$ cat config.mk
export PLATFORM = sky130hd
export DESIGN_NAME = e1_ts16_cas_mux
export DESIGN_NICKNAME = d
export VERILOG_FILES = /design/src/rtl/e1cas_pkg.sv /design/src/rtl/e1cas_bank.sv /design/src/rtl/e1cas_compose.sv /design/src/rtl/e1_ts16_cas_mux.sv
export SDC_FILE = /design/constraint.sdc
export NUM_CORES = 1
export LEC_CHECK = 0
export CAP_MARGIN = 20
export CORE_UTILIZATION = 55
export CTS_CLUSTER_SIZE = 24
export DETAILED_ROUTE_END_ITERATION = 10
export PLACE_DENSITY = 0.78
export SETUP_SLACK_MARGIN = 0.4
export SLEW_MARGIN = 10
export SYNTH_ARGS = -nofsm -noshare
export SYNTH_HDL_FRONTEND = slang
export SYNTH_SLANG_ARGS = --single-unit
$ cat constraint.sdc
create_clock -name clk -period 2.3 [get_ports clk]
set_input_delay 0.46 -clock clk [delete_from_list [all_inputs] [get_ports clk]]
set_output_delay 0.46 -clock clk [all_outputs]
set_load 0.01 [all_outputs]
$ cat src/rtl/e1cas_pkg.sv
package e1cas_pkg;
  typedef enum logic [1:0] {
    K_CAS   = 2'd0,
    K_CCS   = 2'd1,
    K_TSAIS = 2'd2,
    K_ALLAIS = 2'd3
  } ts16_kind_e;

  // Power-up contents: spare bits set, remote-loss clear; unused B,C,D = 1,0,1.
  function automatic logic [7:0] entry_reset(input int idx);
    return (idx == 0) ? 8'h0B : 8'hDD;
  endfunction
endpackage

$ cat src/rtl/e1cas_bank.sv
module e1cas_bank #(
  parameter int FRAMES = 16,
  parameter int BYTE_W = 8,
  parameter int IDX_W  = $clog2(FRAMES)
) (
  input  logic              clk,
  input  logic              rst_n,
  input  logic              wr_en,
  input  logic [IDX_W-1:0]  wr_idx,
  input  logic [BYTE_W-1:0] wr_data,
  input  logic              commit,
  input  logic [IDX_W-1:0]  rd_idx,
  output logic [BYTE_W-1:0] rd_data,
  output logic              err
);
  localparam int NIB = BYTE_W / 2;

  logic [FRAMES-1:0][BYTE_W-1:0] pend_q;
  logic [FRAMES-1:0][BYTE_W-1:0] act_q;
  logic                          err_q;

  for (genvar g = 0; g < FRAMES; g++) begin : g_entry
    always_ff @(posedge clk or negedge rst_n) begin
      if (!rst_n) begin
        pend_q[g] <= e1cas_pkg::entry_reset(g);
        act_q[g]  <= e1cas_pkg::entry_reset(g);
      end else begin
        if (wr_en && (wr_idx == IDX_W'(g)))
          pend_q[g] <= wr_data;
        if (commit)
          act_q[g] <= pend_q[g];
      end
    end
  end

  always_ff @(posedge clk or negedge rst_n) begin
    if (!rst_n)
      err_q <= 1'b0;
    else if (wr_en && (wr_idx != '0) && (wr_data[BYTE_W-1 -: NIB] == '0))
      err_q <= 1'b1;
  end

  // Frame 0 opens a new multiframe and reads the freshly committed values.
  assign rd_data = (rd_idx == '0) ? pend_q[0] : act_q[rd_idx];
  assign err     = err_q;

  AST_ACTIVE_FROZEN: assert property (@(posedge clk) disable iff (!rst_n)
    !commit |=> $stable(act_q));
  AST_ERR_STICKY: assert property (@(posedge clk) disable iff (!rst_n)
    err_q |=> err_q);
endmodule

$ cat src/rtl/e1cas_compose.sv
module e1cas_compose #(
  parameter int BYTE_W = 8,
  parameter int IDX_W  = 4
) (
  input  logic [IDX_W-1:0]      frame,
  input  logic [BYTE_W-1:0]     entry,
  input  logic                  mf_lost,
  input  logic                  ccs_en,
  input  logic [BYTE_W-1:0]     ccs_byte,
  input  logic                  ts16_ais,
  input  logic                  all_ais,
  output logic [BYTE_W-1:0]     byte_o,
  output logic                  all_ones,
  output e1cas_pkg::ts16_kind_e kind
);
  import e1cas_pkg::*;
  localparam int NIB   = BYTE_W / 2;
  localparam int Y_POS = NIB - 2;

  logic [BYTE_W-1:0] cas_byte;

  always_comb begin
    cas_byte = entry;
    if (frame == '0) begin
      cas_byte[BYTE_W-1 -: NIB] = '0;
      cas_byte[Y_POS]           = entry[Y_POS] | mf_lost;
    end
  end

  always_comb begin
    all_ones = 1'b0;
    if (all_ais) begin
      kind     = K_ALLAIS;
      byte_o   = '1;
      all_ones = 1'b1;
    end else if (ts16_ais) begin
      kind   = K_TSAIS;
      byte_o = '1;
    end else if (ccs_en) begin
      kind   = K_CCS;
      byte_o = ccs_byte;
    end else begin
      kind   = K_CAS;
      byte_o = cas_byte;
    end
  end
endmodule

$ cat src/rtl/e1_ts16_cas_mux.sv
module e1_ts16_cas_mux #(
  parameter int FRAMES = 16,
  parameter int BYTE_W = 8,
  parameter int IDX_W  = $clog2(FRAMES)
) (
  input  logic              clk,
  input  logic              rst_n,
  input  logic              host_wr_en,
  input  logic [IDX_W-1:0]  host_wr_idx,
  input  logic [BYTE_W-1:0] host_wr_data,
  input  logic              req_valid,
  output logic              req_ready,
  input  logic [IDX_W-1:0]  req_frame,
  input  logic              mf_lost,
  input  logic              ccs_en,
  input  logic [BYTE_W-1:0] ccs_byte,
  input  logic              ts16_ais,
  input  logic              all_ais,
  output logic              out_valid,
  input  logic              out_ready,
  output logic [BYTE_W-1:0] out_data,
  output logic              out_all_ones,
  output logic              nibble_err
);
  import e1cas_pkg::*;
  localparam int NIB = BYTE_W / 2;

  logic              accept;
  logic              commit;
  logic [BYTE_W-1:0] entry;
  logic [BYTE_W-1:0] next_byte;
  logic              next_ones;
  ts16_kind_e        next_kind;

  logic              vld_q;
  logic [BYTE_W-1:0] data_q;
  logic              ones_q;
  ts16_kind_e        kind_q;
  logic [IDX_W-1:0]  frame_q;

  assign req_ready = !vld_q || out_ready;
  assign accept    = req_valid && req_ready;
  assign commit    = accept && (req_frame == '0);

  e1cas_bank #(.FRAMES(FRAMES), .BYTE_W(BYTE_W), .IDX_W(IDX_W)) u_bank (
    .clk     (clk),
    .rst_n   (rst_n),
    .wr_en   (host_wr_en),
    .wr_idx  (host_wr_idx),
    .wr_data (host_wr_data),
    .commit  (commit),
    .rd_idx  (req_frame),
    .rd_data (entry),
    .err     (nibble_err)
  );

  e1cas_compose #(.BYTE_W(BYTE_W), .IDX_W(IDX_W)) u_compose (
    .frame    (req_frame),
    .entry    (entry),
    .mf_lost  (mf_lost),
    .ccs_en   (ccs_en),
    .ccs_byte (ccs_byte),
    .ts16_ais (ts16_ais),
    .all_ais  (all_ais),
    .byte_o   (next_byte),
    .all_ones (next_ones),
    .kind     (next_kind)
  );

  always_ff @(posedge clk or negedge rst_n) begin
    if (!rst_n) begin
      vld_q   <= 1'b0;
      data_q  <= '0;
      ones_q  <= 1'b0;
      kind_q  <= K_CAS;
      frame_q <= '0;
    end else if (accept) begin
      vld_q   <= 1'b1;
      data_q  <= next_byte;
      ones_q  <= next_ones;
      kind_q  <= next_kind;
      frame_q <= req_frame;
    end else if (out_ready) begin
      vld_q <= 1'b0;
    end
  end

  assign out_valid    = vld_q;
  assign out_data     = data_q;
  assign out_all_ones = ones_q;

  AST_HOLD_STABLE: assert property (@(posedge clk) disable iff (!rst_n)
    (out_valid && !out_ready) |=> (out_valid && $stable(out_data) && $stable(out_all_ones)));
  AST_FRAME_ONES: assert property (@(posedge clk) disable iff (!rst_n)
    (out_valid && out_all_ones) |-> (out_data == '1));
  AST_ALIGN_NIBBLE: assert property (@(posedge clk) disable iff (!rst_n)
    (out_valid && kind_q == K_CAS && frame_q == '0) |-> (out_data[BYTE_W-1 -: NIB] == '0));
  AST_ALARM_BYTE: assert property (@(posedge clk) disable iff (!rst_n)
    (out_valid && kind_q == K_TSAIS) |-> (out_data == '1 && !out_all_ones));
endmodule

==> results.tsv, run 1 <==
metric	value	unit
leakage	5.89	nW
drt_iter0_drc	327	
cts_tree	done	
fp-row-count	52	
pre_cts_ws	-0.0415	ns
hold_viol	0	
final_layout_size_suffix_gt1_share	68.9	%
antennaDiodeCount	0	
fin_crit_sh	81.8	%
crit_buf_inv	3	
wirelength	24700	um
area_delta_synth_final	16.3	%
critPathKind	in -> out	
relSlewSlack	50.4	%
setup_violations	0	
crit_fanout	3	
drcViolationCount	0	
cp_top_family	buffers and inverters	
final.setup.worst_slack	0.418	ns
syn_area	11600	um^2
maxCapViolCount	0	
die_x	147	um
ys_ff_latch	255	
syn_inst	690	
end_kind	output pin	
start_kind	input port	
htree_levels	1	
cts_sinks	255	
clk-insertion-delay-late	0.53	ns
syn_area_per_cell	16.7	um^2
drv_slew	0	
synth_warnings	0	
place.gp.congestion	0.902	
nNetsFinal	811	
cts_inserted_buffers	27	
fillers	1451	
cp_slowest_cell	clkdlybuf4s50_1	
dieArea	21600	um^2
antenna_found_initial	0	
final_common_cell	dfstp_2	
critPathMaxStageDelay	0.39	ns
core_area	20400	um^2
irDropWorstVdd	0.635	mV
ys_types	43	
grt_max_degree	73	
path_clk_slew	0.06	ns
placed_cells	1018	
hpwl	16500	um
rsz0062_at_grt	true	
crit_path_cell_trace	clkdlybuf4s50_1, nand2b_1, buf_4, dlygate4sd2_1	
fin_cells	1068	
postRouteAntennaNets	0	
skew	0.00886	ns
grt_pass1_wl	39900	um
vias	6217	
clockRootBuffer	clkbuf_16	
viasPerCell	5.82	
initial_utilization	56.5	%
clock.fmax	531	MHz
synth_nets	723	
worstMarginPinSlew	0.742	ns
io_pins	45	
port_buffers	44	
finalSetupTns	0	ns
seq_area_frac_synth	57.2	%
grt_use_total	24.1	%
dieHeight	147	um
p_per_area	977	nW/um^2
worstPathArrival	1.42	ns
outcome	completed	
final_cell_mix	dfstp_2 (183), mux2_2 (137), mux2_4 (112)	
cts_setup_buffers	0	
wl_per_cell	23.1	um
grt_pass1_vias	6916	
period_needed	1.88	ns
overflow	0	
clockBufferDepth	3	
drtPass1Iterations	6	
hold_path.class	in -> async	
p_total	13.1	mW
crit_required	1.84	ns
postLayoutCoreUtil	65.7	%
-- what timing repair did --
action,4_1_cts,5_1_grt
resized for setup,8,3
hold buffers,1,0
endpoints found under the setup margin,8,4
hold endpoints to repair,6,0
-- through the flow --
step | instance area, um^2 | hold slack [ns]
2_1_floorplan | 11600 | 0.164
3_3_place_gp | 12500 | 0.444
3_5_place_dp | 12500 | 0.456
4_1_cts | 13400 | 0.504
5_1_grt | 13400 | 0.520
6_report | 13400 | 0.466
-- worst register-to-register path, cell delays in order (launching register included) --
cell and delay [ns]:
dfrtp_1 0.37, nand2b_1 0.09, and2_1 0.33, nand2_8 0.18, buf_12 0.22, mux2_4 0.36
-- routing by layer --
layer  up-vias  global-route usage [%]  routed length, um
met1      3321                    33.2              10700
met5         -                       0                  0
li1       2690                       -                  -
met4         0                    6.55                617
met2       159                    39.9              12100
met3        47                    3.88               1200
-- final cells by class --
type                       instances  area, um^2  share of cell area [%]
clock buffer                      41         778                    5.79
inverter                           1        3.75                  0.0279
sequential                       255        6610                    49.2
multi-input combinational        391        4550                    33.9
clock inverter                     8         115                   0.857
timing repair buffer             102        1040                    7.73
tap                              270         338                    2.52
-- sequential cells by signal, indices dropped and copies added (netlist names) --
name           cells
out_data           8
u_bank.pend_q    124
u_bank.act_q     120
u_bank.err         1
out_valid          1
out_all_ones       1
-- cells by family (layout without fill, tap and decap cells) --
family,after synthesis,count (layout),share of synthesized area (%)
AOI/OAI and AO/OA,40,40,2.55
buffers and inverters,44,152,3.53
DFF,255,255,57.2
muxes,282,282,33.4
and+or+nand+nor,69,69,3.26
-- worst paths after layout --
path                       cells past startpoint                 end  slack [ns]               from
hold reg to reg                                1    u_bank.act_q[69]        0.50  u_bank.pend_q[69]
setup / recovery                               4           req_ready        0.42          out_ready
max in group asynchronous                      3   u_bank.pend_q[51]        0.98              rst_n
hold / removal                                 2  u_bank.pend_q[101]        0.47              rst_n
setup reg to reg                               5    u_bank.act_q[61]        0.63          out_valid
min in group clk                               1    u_bank.act_q[69]        0.50  u_bank.pend_q[69]
-- cell usage after synthesis (all sizes together) --
cell type    n  area, um^2
mux2       249        3220
dfstp      183        4810
dfrtp       72        1800
buf         27         344
mux4        22         529
nor2        22        82.6
clkbuf      16        60.1
nand2b      12        75.1
mux2i       11         110
a21oi        9        45.0
nand2        9        36.3
a31oi        5        31.3
nand3        5        25.0
a221o        4        40.0
nor3b        4        30.0
a311o        3        30.0
nor2b        3        18.8
o21bai       3        22.5
o22ai        3        18.8
or2          3        18.8
or3          3        18.8
a211o        2        17.5
a211oi       2        15.0
a2bb2oi      2        17.5
nand3b       2        15.0
nor4         2        27.5
o221ai       2        17.5
or4          2        15.0
a2111oi      1        8.76
a221oi       1        8.76
a22oi        1        7.51
a31o         1        8.76
and2         1        6.26
and2b        1        7.51
inv          1        3.75
o21ai        1        5.00
-- where the power goes --
| part | total (mW) | leakage, nW | internal [mW] | switching (mW) |
|---|---|---|---|---|
| registers | 6.64 | 2.80 | 6.06 | 0.586 |
| logic | 2.11 | 2.65 | 1.40 | 0.709 |
| clock network | 4.37 | 0.441 | 2.65 | 1.72 |
| total | 13.1 | 5.89 | 10.1 | 3.01 |
No activity file was read; power rests on OpenSTA's default activity.
==> inputs of run 2 (changes only) <==
- PLACE_DENSITY: 0.78 -> 0.81
- clock period: 2.3 -> 1.7 ns (I/O delays scaled with it)
==> run 2 against run 1 <==
Hold slack worse by 0.17 ns. Utilization is 5.9 points higher. Routed wire length increased by 15%. Critical endpoint is now u_bank.act_q[43]. Highest routed layer unchanged.
==> results.tsv, run 2 (same netlist as run 1, synthesis figures left out) <==
metric	value	unit
path_clk_slew	0.06	ns
postRouteAntennaNets	0	
grt_max_degree	51	
p_per_area	1240	nW/um^2
start_kind	flip-flop	
outcome	completed	
io_pins	45	
clockRootBuffer	clkbuf_16	
hpwl	17100	um
drcViolationCount	0	
rr_endpoint	u_bank.act_q[43]	
p_total	18.1	mW
fp-row-count	52	
cts_sinks	255	
end_kind	flip-flop	
worstPathArrival	2.02	ns
worstMarginPinSlew	0.631	ns
die_x	147	um
place.gp.congestion	0.818	
drtPass1Iterations	5	
drv_slew	0	
overflow	0	
r2r_cells	7	
skew	0.00831	ns
port_buffers	44	
placed_area	13100	um^2
wirelength	28300	um
final_cell_mix	dfstp_2 (183), mux2_4 (159), mux2_2 (90)	
grt_pass1_wl	43200	um
relSlewSlack	57.5	%
seq_area	6610	um^2
crit_fanout	5	
dieHeight	147	um
maxCapViolCount	0	
cp_slowest_cell	dfrtp_1	
setup_violations	0	
pre_cts_ws	-0.564	ns
final_common_cell	dfstp_2	
clock.fmax	635	MHz
top_register	u_bank.pend_q	
antennaDiodeCount	0	
multi_input_area	4910	um^2
irDropWorstVdd	0.758	mV
worst_hold_slack	0.293	ns
leakage	6.50	nW
crit_required	2.15	ns
cts_inserted_buffers	26	
timing.rr.start	out_valid	
hold_path.class	in -> async	
final_layout_size_suffix_gt1_share	77.1	%
grt_use_total	26.4	%
rsz0062_at_grt	true	
dieArea	21600	um^2
clk-insertion-delay-late	0.53	ns
final.setup.worst_slack	0.126	ns
crit_path_cell_trace	nand2b_4, and2_4, nand2_8, buf_8, buf_12, buf_16, mux2_4	
antenna_found_initial	0	
hold_viol	0	
critPathKind	reg -> reg	
nNetsFinal	873	
initial_utilization	56.5	%
vias	6704	
wl_per_cell	25.0	um
drt_iter0_drc	389	
htree_levels	1	
period_needed	1.57	ns
cts_tree	done	
area_delta_synth_final	26.7	%
clockBufferDepth	3	
regToRegSetupSlack	0.13	ns
fillers	1191	
viasPerCell	5.93	
critPathMaxStageDelay	0.41	ns
postLayoutCoreUtil	71.7	%
fin_area	14600	um^2
grt_pass1_vias	7464	
largest_reg_flops	124	
core_area	20400	um^2
fin_crit_sh	92.6	%
==> run 2: worst max-delay path by stage <==
stage	start	depth (start not counted)	to
2_1_floorplan	req_frame[0]	7	u_bank.act_q[113]
3_3_place_gp	req_frame[1]	6	out_data[7]
3_5_place_dp	req_frame[1]	6	out_data[7]
4_1_cts	out_valid	3	req_ready
5_1_grt	out_valid	7	u_bank.act_q[43]
6_report	out_valid	7	u_bank.act_q[43]
==> run 2: final cells by class <==
class	instances	share of cell area [%]
sequential	255	45.1
multi-input combinational	391	33.5
timing repair buffer	165	13.2
clock buffer	45	5.55
tap	270	2.31
clock inverter	3	0.273
inverter	1	0.0256
==> run 2: where the power goes <==
part           internal [mW]  switching (mW)
sequential              8.21           0.904
combinational           2.21            1.13
clock                   3.38            2.31
total                   13.8            4.35
==> run 2: metrics by stage <==
step | TNS (ns) | cells
CTS | 0 | 1124
floorplan | 0 | 690
global route | 0 | 1130
finish | 0 | 1130
detailed placement | -100.82 | 1044
global placement | -95.65 | 1044
==> run 2: timing repair <==
item	CTS	global route
pin swaps	13	6
resized for setup	113	22
gates cloned	8	3
hold buffers	1	0
setup endpoints to repair	265	202
hold endpoints to repair	33	0
buffers inserted	23	3
==> run 2: per-layer routing <==
layer	global-route usage (%)	routed length, um	vias to the layer above
met3	3.48	1090	92
li1	-	-	2826
met1	34.0	11600	3575
met4	11.1	1300	0
met2	45.1	14300	211
met5	0	0	-
==> run 2: worst max-delay path, delay by kind of cell (launching register included) <==
kind                   cells  cell delay, ns
flip-flops                 1            0.41
buffers and inverters      3            0.40
AND/OR/NAND/NOR            3            0.38
multiplexers               1            0.29
